--- config.mk ---
export PLATFORM = sky130hd
export DESIGN_NAME = base_limit_xlate
export DESIGN_NICKNAME = d
export VERILOG_FILES = /design/src/rtl/blx_pkg.sv /design/src/rtl/blx_regs.sv /design/src/rtl/blx_check.sv /design/src/rtl/blx_fault.sv /design/src/rtl/base_limit_xlate.sv
export SDC_FILE = /design/constraint.sdc
export NUM_CORES = 1
export LEC_CHECK = 0
export ABC_AREA = 0
export BUFFER_PORTS_ARGS = -buffer_cell sky130_fd_sc_hd__buf_2
export CORE_MARGIN = 2
export CORE_UTILIZATION = 59
export DETAILED_ROUTE_END_ITERATION = 10
export GPL_ROUTABILITY_DRIVEN = 0
export MAX_ROUTING_LAYER = met4
export PLACE_DENSITY_LB_ADDON = 0.2
export SLEW_MARGIN = 10
export SYNTH_ARGS = -nofsm -noshare
export SYNTH_HDL_FRONTEND = slang
export SYNTH_SLANG_ARGS = --single-unit
--- constraint.sdc ---
create_clock -name clk -period 14.45 [get_ports clk]
set_clock_uncertainty 0.2 [all_clocks]
set_input_delay 0 -clock clk [delete_from_list [all_inputs] [get_ports clk]]
set_output_delay 0 -clock clk [all_outputs]
set_load 0.005 [all_outputs]
--- src/rtl/blx_pkg.sv ---
package blx_pkg;
  typedef enum logic [1:0] {
    ACC_RD = 2'b00,
    ACC_WR = 2'b01,
    ACC_EX = 2'b10
  } acc_e;

  typedef enum logic {
    CMP_LIMIT = 1'b0,
    CMP_BOUND = 1'b1
  } cmp_e;
endpackage

--- src/rtl/blx_regs.sv ---
module blx_regs #(
  parameter int AW = 32
) (
  input  logic          clk,
  input  logic          rst_n,
  input  logic          priv_super,
  input  logic          we,
  input  logic [AW-1:0] base_in,
  input  logic [AW-1:0] lim_in,
  input  logic          mode_in,
  output logic [AW-1:0] base_q,
  output logic [AW-1:0] lim_q,
  output logic          mode_q
);
  import blx_pkg::*;

  logic load;
  assign load = we & priv_super;

  // One strobe moves all three fields, so no cycle mixes old and new.
  always_ff @(posedge clk or negedge rst_n) begin
    if (!rst_n) begin
      base_q <= '0;
      lim_q  <= '0;
      mode_q <= CMP_LIMIT;
    end else if (load) begin
      base_q <= base_in;
      lim_q  <= lim_in;
      mode_q <= mode_in;
    end
  end

  assert_user_write_ignored_R7: assert property (@(posedge clk) disable iff (!rst_n)
    (we && !priv_super) |=> (base_q == $past(base_q) && lim_q == $past(lim_q)
                             && mode_q == $past(mode_q)));

  assert_joint_load_R8: assert property (@(posedge clk) disable iff (!rst_n)
    (we && priv_super) |=> (base_q == $past(base_in) && lim_q == $past(lim_in)
                            && mode_q == $past(mode_in)));
endmodule

--- src/rtl/blx_check.sv ---
module blx_check #(
  parameter int AW = 32
) (
  input  logic          priv_super,
  input  logic [AW-1:0] addr,
  input  logic [AW-1:0] base,
  input  logic [AW-1:0] lim,
  input  logic          mode,
  output logic [AW-1:0] phys,
  output logic          viol
);
  import blx_pkg::*;

  localparam int SW = AW + 1;

  logic [SW-1:0] sum;
  logic          carry;
  logic          over_lim;
  logic          over_bound;

  // Compare and add run side by side; neither waits on the other.
  always_comb begin
    sum        = {1'b0, base} + {1'b0, addr};
    carry      = sum[AW];
    over_lim   = (addr >= lim);
    over_bound = (sum[AW-1:0] > lim);
  end

  always_comb begin
    if (priv_super) begin
      phys = addr;
      viol = 1'b0;
    end else begin
      phys = sum[AW-1:0];
      if (mode == CMP_BOUND) viol = carry | over_bound;
      else                   viol = carry | over_lim;
    end
  end
endmodule

--- src/rtl/blx_fault.sv ---
module blx_fault #(
  parameter int AW = 32
) (
  input  logic          clk,
  input  logic          rst_n,
  input  logic          hit,
  input  logic [AW-1:0] addr_in,
  input  logic [1:0]    kind_in,
  input  logic          ack_ok,
  output logic          sticky,
  output logic [AW-1:0] faddr,
  output logic [1:0]    fkind
);
  logic capture;
  assign capture = hit & (~sticky | ack_ok);

  always_ff @(posedge clk or negedge rst_n) begin
    if (!rst_n) begin
      sticky <= 1'b0;
      faddr  <= '0;
      fkind  <= 2'b00;
    end else begin
      sticky <= capture | (sticky & ~ack_ok);
      if (capture) begin
        faddr <= addr_in;
        fkind <= kind_in;
      end
    end
  end

  assert_record_held_R10: assert property (@(posedge clk) disable iff (!rst_n)
    (sticky && !ack_ok) |=> (sticky && $stable(faddr) && $stable(fkind)));

  assert_first_capture_R9: assert property (@(posedge clk) disable iff (!rst_n)
    (hit && !sticky) |=> (sticky && faddr == $past(addr_in) && fkind == $past(kind_in)));
endmodule

--- src/rtl/base_limit_xlate.sv ---
module base_limit_xlate #(
  parameter int AW = 32
) (
  input  logic          clk,
  input  logic          rst_n,
  input  logic          priv_super,
  input  logic          cfg_we,
  input  logic [AW-1:0] cfg_base,
  input  logic [AW-1:0] cfg_limit,
  input  logic          cfg_mode,
  input  logic          req_valid,
  output logic          req_ready,
  input  logic [AW-1:0] req_addr,
  input  logic [1:0]    req_kind,
  output logic          bus_valid,
  input  logic          bus_ready,
  output logic [AW-1:0] bus_addr,
  output logic [1:0]    bus_kind,
  output logic          flt_now,
  input  logic          flt_ack,
  output logic          flt_sticky,
  output logic [AW-1:0] flt_addr,
  output logic [1:0]    flt_kind
);
  logic [AW-1:0] base_q;
  logic [AW-1:0] lim_q;
  logic          mode_q;
  logic          viol;

  blx_regs #(.AW(AW)) u_regs (
    .clk(clk), .rst_n(rst_n), .priv_super(priv_super), .we(cfg_we),
    .base_in(cfg_base), .lim_in(cfg_limit), .mode_in(cfg_mode),
    .base_q(base_q), .lim_q(lim_q), .mode_q(mode_q)
  );

  blx_check #(.AW(AW)) u_check (
    .priv_super(priv_super), .addr(req_addr), .base(base_q), .lim(lim_q),
    .mode(mode_q), .phys(bus_addr), .viol(viol)
  );

  // A violating request is swallowed here and never waits on the bus.
  assign flt_now   = req_valid & viol;
  assign bus_valid = req_valid & ~viol;
  assign req_ready = viol | bus_ready;
  assign bus_kind  = req_kind;

  blx_fault #(.AW(AW)) u_fault (
    .clk(clk), .rst_n(rst_n), .hit(flt_now), .addr_in(req_addr),
    .kind_in(req_kind), .ack_ok(flt_ack & priv_super),
    .sticky(flt_sticky), .faddr(flt_addr), .fkind(flt_kind)
  );

  assert_super_passthru_R2: assert property (@(posedge clk) disable iff (!rst_n)
    (req_valid && priv_super) |-> (bus_valid && !flt_now && bus_addr == req_addr));

  assert_fault_blocks_bus_R4: assert property (@(posedge clk) disable iff (!rst_n)
    flt_now |-> (!bus_valid && req_ready));

  assert_stall_holds_R12: assert property (@(posedge clk) disable iff (!rst_n)
    (bus_valid && !bus_ready) |-> !req_ready);

  assert_user_ack_ignored_R11: assert property (@(posedge clk) disable iff (!rst_n)
    (flt_sticky && flt_ack && !priv_super) |=> flt_sticky);
endmodule

=== Word-level counts from Yosys, hierarchy flattened ===
Cells that the tools add are included.

* $add $sub $neg: 1
* Divide/modulo/power cells: 0
* Shift-type cells: 0
* Equality and inequality tests: 0
* Magnitude comparators: 2
* Bitwise logic cells: 14
* Mux-type cells: 3
* Multipliers: 0
* Reductions and logical operators: 0

{| class="wikitable"
|+ Operator list
! operator !! number
|-
| $add A32 B32 Y33 || 1
|-
| $ge A32 B32 Y1 || 1
|-
| $gt A32 B32 Y1 || 1
|-
| $mux W32 || 1
|-
| $and A1 B1 Y1 || 6
|-
| $or A1 B1 Y1 || 5
|-
| $not A1 Y1 || 3
|-
| $mux W1 || 2
|}

* Register bits after elaboration: 100
* Bits in read-only memories: 0
* Logic and storage cells: 26
* Memories: 0
* Bits in latches: 0
* Bits in writable memories: 0
* Output and inout bits: 72

=== Longest topological paths before layout ===
Gate-level depths: netlist of run 1.

* Depth after elaboration: 8
* Mapped depth: 20
* Mapped depth without buffers: 19

=== By module ===
Synthesis of run 1 repeated with hierarchy kept, for this count alone.

* Cell total of the unflattened synthesis: 713
* Area, all modules: 7798.7 um^2

{| class="wikitable"
|+ Modules (own cells, without submodules)
! module !! cells each !! seq. area each (um^2) !! area each (um^2) !! instances
|-
| blx_check || 494 || 0.0 || 3668.5 || 1
|-
| blx_regs || 138 || 1626.6 || 2622.5 || 1
|-
| blx_fault || 75 || 875.8 || 1463.9 || 1
|-
| base_limit_xlate || 6 || 0.0 || 43.8 || 1
|}

=== Least setup slack after synthesis of run 1 ===
No wires, ideal clock.

* Path kind: register -> register
* From: register u_regs.base_q[6]
* To: register u_fault.faddr[10]
* Cell stages (with the launch flop): 19
* Setup slack: 9.439 ns
* Buffers on the path: 1
* Arrival: 4.686 ns
* Required time: 14.125 ns
* Library setup time: 0.125 ns
* Cells stage by stage: dfrtp_1 -> ha_1 -> a2111oi_0 -> o21ai_0 -> a211oi_1 -> o211a_1 -> o41ai_1 -> a221o_1 -> xor2_1 -> ha_1 -> nand4_1 -> or4_1 -> o21ai_1 -> a31oi_1 -> a211oi_1 -> o211ai_2 -> o21ai_4 -> buf_6 -> mux2_4

* Cells in the longest elaborated chain, start to end: 7
* Elaborated cells between the ends (all ways): 8
* Those cells by class: add/sub (1); order compare (1); mux (2); bitwise (4)

{| class="wikitable"
|+ RTL lines
! element !! RTL line !! RTL
|-
| from (decl) || blx_regs.sv:11 || <nowiki>output logic [AW-1:0] base_q,</nowiki>
|-
| from (signal assigned) || blx_regs.sv:27 || <nowiki>base_q <= base_in;</nowiki>
|-
| $add A32 B32 Y33 (*) || blx_check.sv:23 || <nowiki>sum = {1'b0, base} + {1'b0, addr};</nowiki>
|-
| $gt A32 B32 Y1 || blx_check.sv:26 || <nowiki>over_bound = (sum[AW-1:0] > lim);</nowiki>
|-
| $or A1 B1 Y1 || blx_check.sv:35 || <nowiki>if (mode == CMP_BOUND) viol = carry | over_bound;</nowiki>
|-
| $mux W1 (*) || blx_check.sv:35 ||
|-
| $mux W1 (*) || blx_check.sv:30 || <nowiki>if (priv_super) begin</nowiki>
|-
| $and A1 B1 Y1 (*) || base_limit_xlate.sv:42 || <nowiki>assign flt_now = req_valid & viol;</nowiki>
|-
| $and A1 B1 Y1 (*) || blx_fault.sv:15 || <nowiki>assign capture = hit & (~sticky | ack_ok);</nowiki>
|-
| to (signal assigned) || blx_fault.sv:25 || <nowiki>faddr <= addr_in;</nowiki>
|-
| to (decl) || blx_fault.sv:11 || <nowiki>output logic [AW-1:0] faddr,</nowiki>
|}

Every way passes the cells marked *; elsewhere a longest branch is shown, timed or not.
A chain may end at the register's enable or synchronous reset.

=== Worst setup path after layout of run 1 ===
* From: register u_regs.base_q[6]
* To: register u_fault.faddr[23]

Same word-level chain as after synthesis.

==> results of run 1 <==
## power groups by stage
stage / registers (mW) / logic (mW) / clock network [mW]
floorplan: 0.400 / 0.380 / 0
detailed placement: 0.405 / 0.571 / 0
global placement: 0.400 / 0.550 / 0
global route: 0.411 / 0.674 / 0.274
finish: 0.404 / 0.616 / 0.261
CTS: 0.401 / 0.601 / 0.264
## final timing paths
check                               endpoint
min in group clk                   req_ready
max in group asynchronous  u_fault.faddr[19]
max                        u_fault.faddr[23]
min                         u_fault.faddr[2]
max reg2reg                u_fault.faddr[23]
min reg2reg                u_fault.faddr[29]
## synth_stat cells (4+ instances only)
master,instances,area [um2]
dfrtp_1,100,2500
ha_1,96,1200
mux2_2,84,946
nand2_1,77,289
a21oi_1,51,255
inv_1,42,158
o21ai_0,31,155
mux2_4,30,450
nor2_1,21,78.8
xnor2_1,17,149
a21o_1,16,120
clkbuf_1,14,52.6
nor3_1,13,65.1
nand4_1,12,75.1
nand3_1,11,55.1
xor2_1,11,96.3
a211oi_1,7,52.6
nand2b_1,5,31.3
nor2b_1,5,31.3
o211ai_1,5,37.5
o21bai_1,5,37.5
a31oi_1,4,25.0
and3_1,4,25.0
## metal layers
layer / share of wire / routed length, um / up-vias
met1: 0.42 / 9110 / 3190
met2: 0.49 / 10500 / 291
met5: 0 / 0 / -
met3: 0.061 / 1310 / 49
met4: 0.027 / 576 / 0
li1: - / - / 3158
## cell type report
class	count	area, um2	area share
multi-input cells	554	4630	0.475
flip-flops and latches	100	2500	0.256
repair buffers	283	1940	0.199
clock buffers	11	243	0.0249
well taps	168	210	0.0215
inverters	42	158	0.0162
clock inverters	5	75.1	0.00769
## what timing repair did
item / CTS / global route
hold buffers: 102 / 0
endpoints found under the hold margin: 152 / 0
endpoints found under the setup margin: 0 / 0
setup buffers: 0 / 0
resized for setup: 0 / 0
## cell families after synthesis
kind of cell,share of synthesized area
flops,0.338
compound gates,0.134
buf+inv,0.0360
mux,0.189
simple gates,0.105
xor+xnor,0.0331
fa+ha+maj,0.165
## stage by stage
stage                     cells  cell area [um2]
after floorplan             717             7400
after global placement     1045             8420
after detailed placement   1045             8420
after CTS                  1163             9760
after global routing       1163             9760
final                      1163             9760
## state kept, by name, indices dropped and copies added, names as in the netlist
| signal | count |
|---|---|
| u_fault.fkind | 2 |
| u_regs.base_q | 32 |
| u_regs.mode_q | 1 |
| u_fault.sticky | 1 |
| u_fault.faddr | 32 |
| u_regs.lim_q | 32 |
## worst reg2reg max path, cell delays in order (launching register included)
cell	delay, ns
dfrtp_1	0.38
ha_1	0.35
a2111oi_0	0.53
nor3_1	0.16
a211oi_1	0.51
o211a_1	0.27
o41ai_1	0.12
a221o_1	0.35
xor2_1	0.16
ha_1	0.30
nand4_1	0.19
or4_1	0.59
o21ai_1	0.15
a31oi_1	0.06
a211oi_1	0.30
o211ai_2	0.18
o21ai_4	0.66
buf_4	0.51
mux2_4	0.37
==> results.json, run 1 <==
{
  "drv_cap": 0,
  "gr-max-usage-layer": "met2",
  "antenna_found_initial": 0,
  "numPortBuffers": 177,
  "totalNegativeSetupSlack_ns": 0,
  "end_kind": "register",
  "synthArstFlopShare": 1.00,
  "coreArea_um2": 12100,
  "p_per_area_nw_per_um2": 131,
  "setup_viol": 0,
  "die_y_um": 116,
  "seqPwrFrac": 0.315,
  "slew_headroom": 0.403,
  "final_common_cell": "buf_2",
  "yosys_warnings": 0,
  "hold_violations": 0,
  "crit_arrival_ns": 6.50,
  "grtUsageMet1": 0.412,
  "wl_um": 21500,
  "synth_cell_type_count": 57,
  "avgSynthCellArea_um2": 10.3,
  "cts_tree": "yes",
  "drtAntennaViolNets": 0,
  "drtIter0Drc": 322,
  "synth_seq_cells": 100,
  "synth_nets": 920,
  "intPower_uw": 822,
  "power_frac_clock": 0.204,
  "initial_utilization": 0.611,
  "drv_slew": 0,
  "overflow": 0,
  "ir_drop_mv": 0.0737,
  "path_max_fanout": 18,
  "synth_cells": 717,
  "final_cell_mix": "176 x buf_2, 102 x dlygate4sd3_1, 100 x dfrtp_1",
  "hpwl_um": 15000,
  "cp_slowest_stage_delay_ns": 0.66,
  "drc_errors": 0,
  "path_depth": 18,
  "grt_pass1_wl_um": 34100,
  "fin_ws_ns": 7.99,
  "grtUsageTotal": 0.336,
  "leakagePower_nw": 4.89,
  "fin_nets": 1193,
  "grtUsageMet3": 0.0471,
  "ys.flop_type": "dfrtp_1",
  "r2r-start": "u_regs.base_q[6]",
  "wire_per_inst_um": 18.5,
  "utilization": 0.806,
  "vias_per_cell": 5.75,
  "n_antenna_cell": 0,
  "clk_latency_ns": 0.36,
  "cts_root_buffer": "clkbuf_16",
  "cts_buffers": 9,
  "critPathLaunch": "u_regs.base_q[6]",
  "firstDrtPassIters": 4,
  "synth-edff-count": 0,
  "rrSetupSlack_ns": 7.99,
  "final_layout_size_suffix_gt1_frac": 0.323,
  "critPathRequiredTime_ns": 14.49,
  "period_share": 0.447,
  "pwr-share-comb": 0.481,
  "path_cells": "ha_1, a2111oi_0, nor3_1, a211oi_1, o211a_1, o41ai_1, a221o_1, xor2_1, ha_1, nand4_1, or4_1, o21ai_1, a31oi_1, a211oi_1, o211ai_2, o21ai_4, buf_4, mux2_4",
  "area_growth_pct": 31.9,
  "tightest_slew_ns": 0.895,
  "rows": 40,
  "grt_max_degree": 66,
  "synth_seq_area_share": 0.338,
  "start_kind": "register",
  "cts_htree_levels": 3,
  "clkTransAtPathRegs_ns": 0.07,
  "die_w_um": 116,
  "fin_crit_ns": 6.46,
  "critical-path-slowest-cell": "o21ai_4",
  "post-place-ws_ns": 8.07,
  "worst-setup-path-type": "register to register",
  "p_total_mw": 1.28,
  "grt_pass1_vias": 6979,
  "outcome": "finished clean",
  "met2_usage": 0.569,
  "fmax_ghz": 0.155,
  "cts_buffer_depth": 2,
  "dr_total_vias": 6688,
  "clock_sinks": 100,
  "critical_path_buf_inv_count": 1,
  "fp.dieArea_um2": 13500,
  "hp-class": "input port to async pin",
  "critical_path.top_delay_family": "compound AO/OA/AOI/OAI gates",
  "whs_ns": 0.0160,
  "swShare": 0.358,
  "synthesis.area_um2": 7400,
  "rsz0062_at_grt": "no",
  "reg2reg_depth": 18,
  "p_switching_uw": 459,
  "io_pins": 178,
  "fillers": 770
}
(Power assumes the default switching activity.)
==> run 2: changes to the inputs <==
- ABC_AREA: 0 -> 1
- CORE_UTILIZATION: 59 -> 50
- clock period: 14.45 -> 5.8 ns (I/O delays scaled with it)
==> run 2 against run 1 <==
Effect of this change: the run now ends with negative hold slack left; die area increased by 22%; largest power group unchanged; first-iteration DRC count is 12% higher; clock power up 130%; final area is 5.6% higher; combinational power is 130% higher; count of clock-buffer cells in the layout down 1; total power increased by 130%; wire length is 5.6% higher; sequential power rose by 140%.
==> results.json, run 2 <==
{
  "synth_xor_area_frac": 0.0261,
  "synth_nets": 1219,
  "synth_top_area_cell": "dfrtp_1",
  "fp.dieArea_um2": 16400,
  "synthMuxAreaShare": 0.0482,
  "synth_cell_type_count": 49,
  "synth_common_cells": "330 x nand2_1, 102 x a21oi_1, 102 x inv_1",
  "overflow": 0,
  "cts-resized-gates": 0,
  "reg2reg_depth": 29,
  "instances_no_fill": 1505,
  "crit_top_cell": "nand2_1",
  "multi_input_area_um2": 4680,
  "path_max_fanout": 34,
  "synth.area.top_cells": "dfrtp_1 32%, nand2_1 16%, ha_1 16%",
  "synth_cells": 1016,
  "fin_ws_ns": 0.762,
  "vias_per_cell": 5.12,
  "die_w_um": 128,
  "period_share": 0.869,
  "synth_seq_cells": 100,
  "cts_buffer_depth": 2,
  "critPathRequiredTime_ns": 5.90,
  "clock_sinks": 100,
  "die_y_um": 128,
  "grt_pass1_wl_um": 37000,
  "dr_total_vias": 7710,
  "initial_utilization": 0.509,
  "cts_tree": "yes",
  "clk_latency_ns": 0.36,
  "yosys.area.top_type_share": 0.325,
  "setup_viol": 0,
  "r2r-start": "u_regs.base_q[0]",
  "rsz0062_at_grt": "no",
  "crit_arrival_ns": 5.14,
  "reg_top3": "u_fault.faddr x32, u_regs.base_q x32, u_regs.lim_q x32",
  "synthArstFlopShare": 1.00,
  "drv_cap": 0,
  "io_pins": 178,
  "totalNegativeSetupSlack_ns": 0,
  "top_layer_used": "met4",
  "fmax_ghz": 0.199,
  "worst-setup-path-type": "register to register",
  "r2r_end": "u_fault.faddr[0]",
  "cp_slowest_stage_delay_ns": 0.61,
  "synth_seq_area_share": 0.325,
  "cts_htree_levels": 3,
  "final_layout_size_suffix_gt1_frac": 0.203,
  "start_kind": "register",
  "synth_fa_ha_area_frac": 0.158,
  "seq_area_um2": 2500,
  "synth_top_family_by_area": "simple AND/OR/NAND/NOR gates",
  "post-place-ws_ns": 1.35,
  "failed_checks": "negative hold slack",
  "firstDrtPassIters": 5,
  "critPathLaunch": "u_regs.base_q[0]",
  "drtIter0Drc": 362,
  "outcome": "finished with violations",
  "yosysMostFrequentCell": "nand2_1",
  "fin_nets": 1514,
  "wl_um": 22700,
  "drc_errors": 0,
  "antenna_found_initial": 0,
  "drv_slew": 0,
  "drtAntennaViolNets": 0,
  "rows": 45,
  "synth-edff-count": 0,
  "yosys.area_share.simple": 0.263,
  "cp-endpoint": "u_fault.faddr[0]",
  "p_per_area_nw_per_um2": 292,
  "synthesis.area_um2": 7710,
  "cts_root_buffer": "clkbuf_16",
  "end_kind": "register",
  "hold_violations": 1,
  "hp-class": "input port to async pin",
  "wl_met3_um": 917,
  "wire_per_inst_um": 15.1,
  "area_growth_pct": 33.6,
  "rrSetupSlack_ns": 0.76,
  "hpwl_um": 15700,
  "slew_headroom": 0.263,
  "avgSynthCellArea_um2": 7.59,
  "final_cell_mix": "329 x nand2_1, 176 x buf_2, 129 x dlygate4sd3_1",
  "coreArea_um2": 15100,
  "ir_drop_mv": 0.155,
  "tightest_slew_ns": 1.11,
  "synth_compound_gate_area_share": 0.110,
  "leakagePower_nw": 5.57,
  "fillers": 1267,
  "cts_buffers": 9,
  "yosys_warnings": 0,
  "grtUsageTotal": 0.291,
  "fin_crit_ns": 5.04,
  "critical-path-slowest-cell": "dlygate4sd3_1",
  "dp_cells": 1359,
  "grt_max_degree": 98,
  "ys.flop_type": "dfrtp_1",
  "final_common_cell": "nand2_1",
  "clkTransAtPathRegs_ns": 0.07,
  "wl_met2_um": 10800,
  "met1_length_um": 10400,
  "numPortBuffers": 177,
  "whs_ns": -0.000616,
  "grt_pass1_vias": 7713
}
run 2: changes by cell type in the layout (fill, tap and decap cells not counted), moves of 27 or more:
cell           before  now
nand2_1            76  329
a21oi_1            51  102
mux2_4             30    0
nor2_1             21   85
inv_1              42  102
mux2_2             84   33
dlygate4sd3_1     102  129
run 2: cell type report:
cell class / count / area share
clock inverter: 6 / 0.00631
multi-input combinational: 787 / 0.454
timing repair buffer: 309 / 0.214
antenna: 1 / 0.000243
sequential: 100 / 0.243
clock buffer: 10 / 0.0222
inverter: 104 / 0.0379
tap: 188 / 0.0228
run 2: worst min-delay path by stage:
| stage | start | endpoint | slack (ns) |
|---|---|---|---|
| 5_1_grt | rst_n | u_regs.base_q[3] | 0.09 |
| 4_1_cts | rst_n | u_regs.base_q[3] | 0.02 |
| 6_report | rst_n | u_regs.base_q[3] | -0.0006 |
| 3_5_place_dp | rst_n | u_regs.base_q[3] | -0.14 |
| 2_1_floorplan | rst_n | u_fault.faddr[0] | -0.50 |
| 3_3_place_gp | rst_n | u_regs.base_q[3] | -0.14 |
run 2: critical path, delay by kind of cell, from the launching register on:
| kind | cells | cell delay (ns) |
|---|---|---|
| and+or+nand+nor | 22 | 2.58 |
| adders and majority gates | 3 | 0.88 |
| buffers and inverters | 3 | 0.73 |
| DFF | 1 | 0.39 |
| AOI/OAI and AO/OA | 1 | 0.20 |
run 2: what timing repair did:
action	4_1_cts	5_1_grt
setup buffers	0	0
hold buffers	129	0
endpoints found under the hold margin	151	0
endpoints found under the setup margin	0	0
run 2: logic make-up (layout without fill, tap and decap cells):
logic type      after synthesis  after routing
simple gates                482            482
fa+ha+maj                    97             97
mux                          33             33
compound gates              152            152
flops                       100            100
other cells                   0              1
buf+inv                     129            429
xor+xnor                     23             23
run 2: power breakdown:
| group | internal, mW | switching (mW) |
|---|---|---|
| Clock | 0.335 | 0.275 |
| Sequential | 0.877 | 0.0960 |
| Combinational | 0.612 | 0.811 |
run 2: metrics by stage:
stage / power, mW / utilization / instance area (um2) / hold WS, ns
after floorplan: 1.85 / - / 7710 / -0.496
after global placement: 2.27 / 0.576 / 8720 / -0.140
after detailed placement: 2.30 / 0.576 / 8720 / -0.138
after CTS: 3.00 / 0.680 / 10300 / 0.0158
after global routing: 3.26 / 0.680 / 10300 / 0.0886
final: 3.01 / 0.680 / 10300 / -0.000616
run 2: layer usage:
layer | global-route usage | up-vias
li1 | - | 3868
met1 | 0.372 | 3575
met2 | 0.479 | 220
met3 | 0.0305 | 47
met4 | 0.111 | 0
met5 | - | -
==> run 3: changes to the inputs <==
- ABC_AREA: 1 -> unset
- CORE_UTILIZATION: 50 -> 59
- clock period: 5.8 -> 5.9 ns (I/O delays scaled with it)
==> run 3 against run 2 <==
Effect of this change: the flow now finishes without violations; global-route usage up 4.8 points; register-to-register slack worse by 0.51 ns; non-clock buffer count down 20; count of clock-buffer cells in the layout up 2; core utilization up 13 points; critical path depth down 10; sequential power up 1%; wire length down 5.3%; final cell count down 22%; via count down 11%; hold slack better by 0.071 ns; highest routed layer unchanged.
==> results.json, run 3 (synthesized netlist as in run 1, its figures left out) <==
{
  "outcome": "finished clean",
  "start_kind": "register",
  "fin_nets": 1199,
  "fin_area_um2": 9830,
  "final_layout_size_suffix_gt1_frac": 0.326,
  "totalNegativeSetupSlack_ns": 0,
  "drc_errors": 0,
  "fillers": 759,
  "grt_pass1_wl_um": 34400,
  "min_from": "bus_ready",
  "seq_area_um2": 2500,
  "final_cell_mix": "176 x buf_2, 105 x dlygate4sd3_1, 100 x dfrtp_1",
  "cp_slowest_stage_delay_ns": 0.58,
  "slew_headroom": 0.424,
  "period_share": 0.958,
  "fin_crit_ns": 5.65,
  "hpwl_um": 14800,
  "overflow": 0,
  "drtIter0Drc": 439,
  "multi_input_area_um2": 4650,
  "crit_arrival_ns": 5.45,
  "area_growth_pct": 32.9,
  "rsz0062_at_grt": "no",
  "worst-setup-path-type": "register to output port",
  "grt_pass1_vias": 7023,
  "io_pins": 178,
  "fp.dieArea_um2": 13500,
  "firstDrtPassIters": 5,
  "cts_tree": "yes",
  "hold_path_depth": 3,
  "cts_htree_levels": 3,
  "clkTransAtPathRegs_ns": 0.07,
  "final_common_cell": "buf_2",
  "path_max_fanout": 5,
  "hold_end": "req_ready",
  "rows": 40,
  "end_kind": "output port",
  "path_cells": "ha_1, a2111oi_0, o21ai_1, a211oi_2, buf_4, o211a_1, o41ai_1, a221o_1, xor2_1, ha_1, nand4_1, or4_1, o21ai_1, a31oi_1, a211oi_1, o211ai_2, o21ai_4, and2_1, buf_2",
  "rrSetupSlack_ns": 0.25,
  "die_y_um": 116,
  "coreArea_um2": 12100,
  "drv_cap": 0,
  "critical-path-slowest-cell": "or4_1",
  "fmax_ghz": 0.177,
  "setup_viol": 0,
  "clk_latency_ns": 0.36,
  "hp-class": "input port to output port",
  "grt_max_degree": 66,
  "cts_buffers": 9,
  "placed_area_um2": 8430,
  "critical_path_buf_inv_count": 2,
  "hold_violations": 0,
  "die_w_um": 116,
  "r2r-start": "u_regs.base_q[6]",
  "wl_um": 21500,
  "n_antenna_cell": 0,
  "numPortBuffers": 177,
  "cts_buffer_depth": 2,
  "antenna_found_initial": 0,
  "r2r_end": "u_fault.fkind[1]",
  "critPathRequiredTime_ns": 5.70,
  "drv_slew": 0,
  "p_per_area_nw_per_um2": 318,
  "vias_per_cell": 5.84,
  "leakagePower_nw": 4.91,
  "drtAntennaViolNets": 0,
  "path_depth": 19,
  "critical_path.top_delay_family": "compound AO/OA/AOI/OAI gates",
  "wire_per_inst_um": 18.4,
  "tightest_slew_ns": 0.864,
  "grtUsageTotal": 0.339,
  "initial_utilization": 0.611,
  "cts_root_buffer": "clkbuf_16",
  "clock_sinks": 100,
  "ir_drop_mv": 0.235,
  "dr_total_vias": 6828,
  "reg_top3": "u_fault.faddr x32, u_regs.base_q x32, u_regs.lim_q x32",
  "reg2reg_depth": 19
}
[run 3: cell count changes in the layout (fill, tap and decap cells not counted), sizes merged, moves of 12 or more]
| cell | previous run | this run |
|---|---|---|
| dlygate4sd3 | 129 | 105 |
| nand2 | 351 | 77 |
| a21oi | 105 | 51 |
| nor2 | 88 | 21 |
| a21o | 4 | 16 |
| mux2 | 33 | 114 |
| inv | 103 | 42 |
[run 3: how the worst max path moves through the flow]
stage / start / to / slack, ns
6_report: u_regs.base_q[6] / bus_valid / 0.25
3_3_place_gp: u_regs.base_q[0] / u_fault.faddr[0] / 0.38
4_1_cts: u_regs.base_q[6] / u_fault.fkind[1] / 0.02
2_1_floorplan: u_regs.base_q[6] / u_fault.faddr[10] / 0.89
5_1_grt: u_regs.base_q[6] / u_fault.fkind[1] / 0.01
3_5_place_dp: u_regs.base_q[6] / u_fault.fkind[1] / 0.11
[run 3: area by class of cell]
cell class | instances | share of cell area
multi-input cells | 554 | 0.473
clock inverters | 4 | 0.00484
clock buffers | 12 | 0.0261
flip-flops and latches | 100 | 0.255
inverters | 42 | 0.0160
well taps | 168 | 0.0214
repair buffers | 289 | 0.204
[run 3: where the power goes]
group          switching, mW  internal (mW)  total (mW)
combinational          0.753          0.770        1.52
sequential             0.113          0.873       0.985
clock                  0.264          0.351       0.615
total                   1.13           1.99        3.12
[run 3: through the flow]
stage / cells / hold slack (ns) / setup WS [ns] / util / power [mW]
CTS: 1167 / 0.0670 / 0.0233 / 0.808 / 3.07
detailed placement: 1046 / -0.157 / 0.106 / 0.696 / 2.39
global placement: 1046 / -0.167 / 0.382 / 0.696 / 2.33
floorplan: 717 / -0.496 / 0.889 / - / 1.91
finish: 1169 / 0.0704 / 0.250 / 0.812 / 3.12
global route: 1169 / 0.0885 / 0.0135 / 0.812 / 3.32
[run 3: repair_timing]
action / in CTS / in global routing
resized for setup: 1 / 9
endpoints found under the setup margin: 2 / 38
pin swaps: 0 / 4
endpoints found under the hold margin: 148 / 0
setup buffers: 0 / 2
hold buffers: 105 / 0
[run 3: layer usage]
layer  wire, um  GRT usage
met5          0          -
met4        557      0.136
met3       1260     0.0523
met2      10500      0.563
met1       9160      0.416
[run 3: worst min-delay path: cells and delay by family]
family / cells / cell delay [ns]
buffers and inverters: 2 / 0.17
AND/OR/NAND/NOR: 1 / 0.09
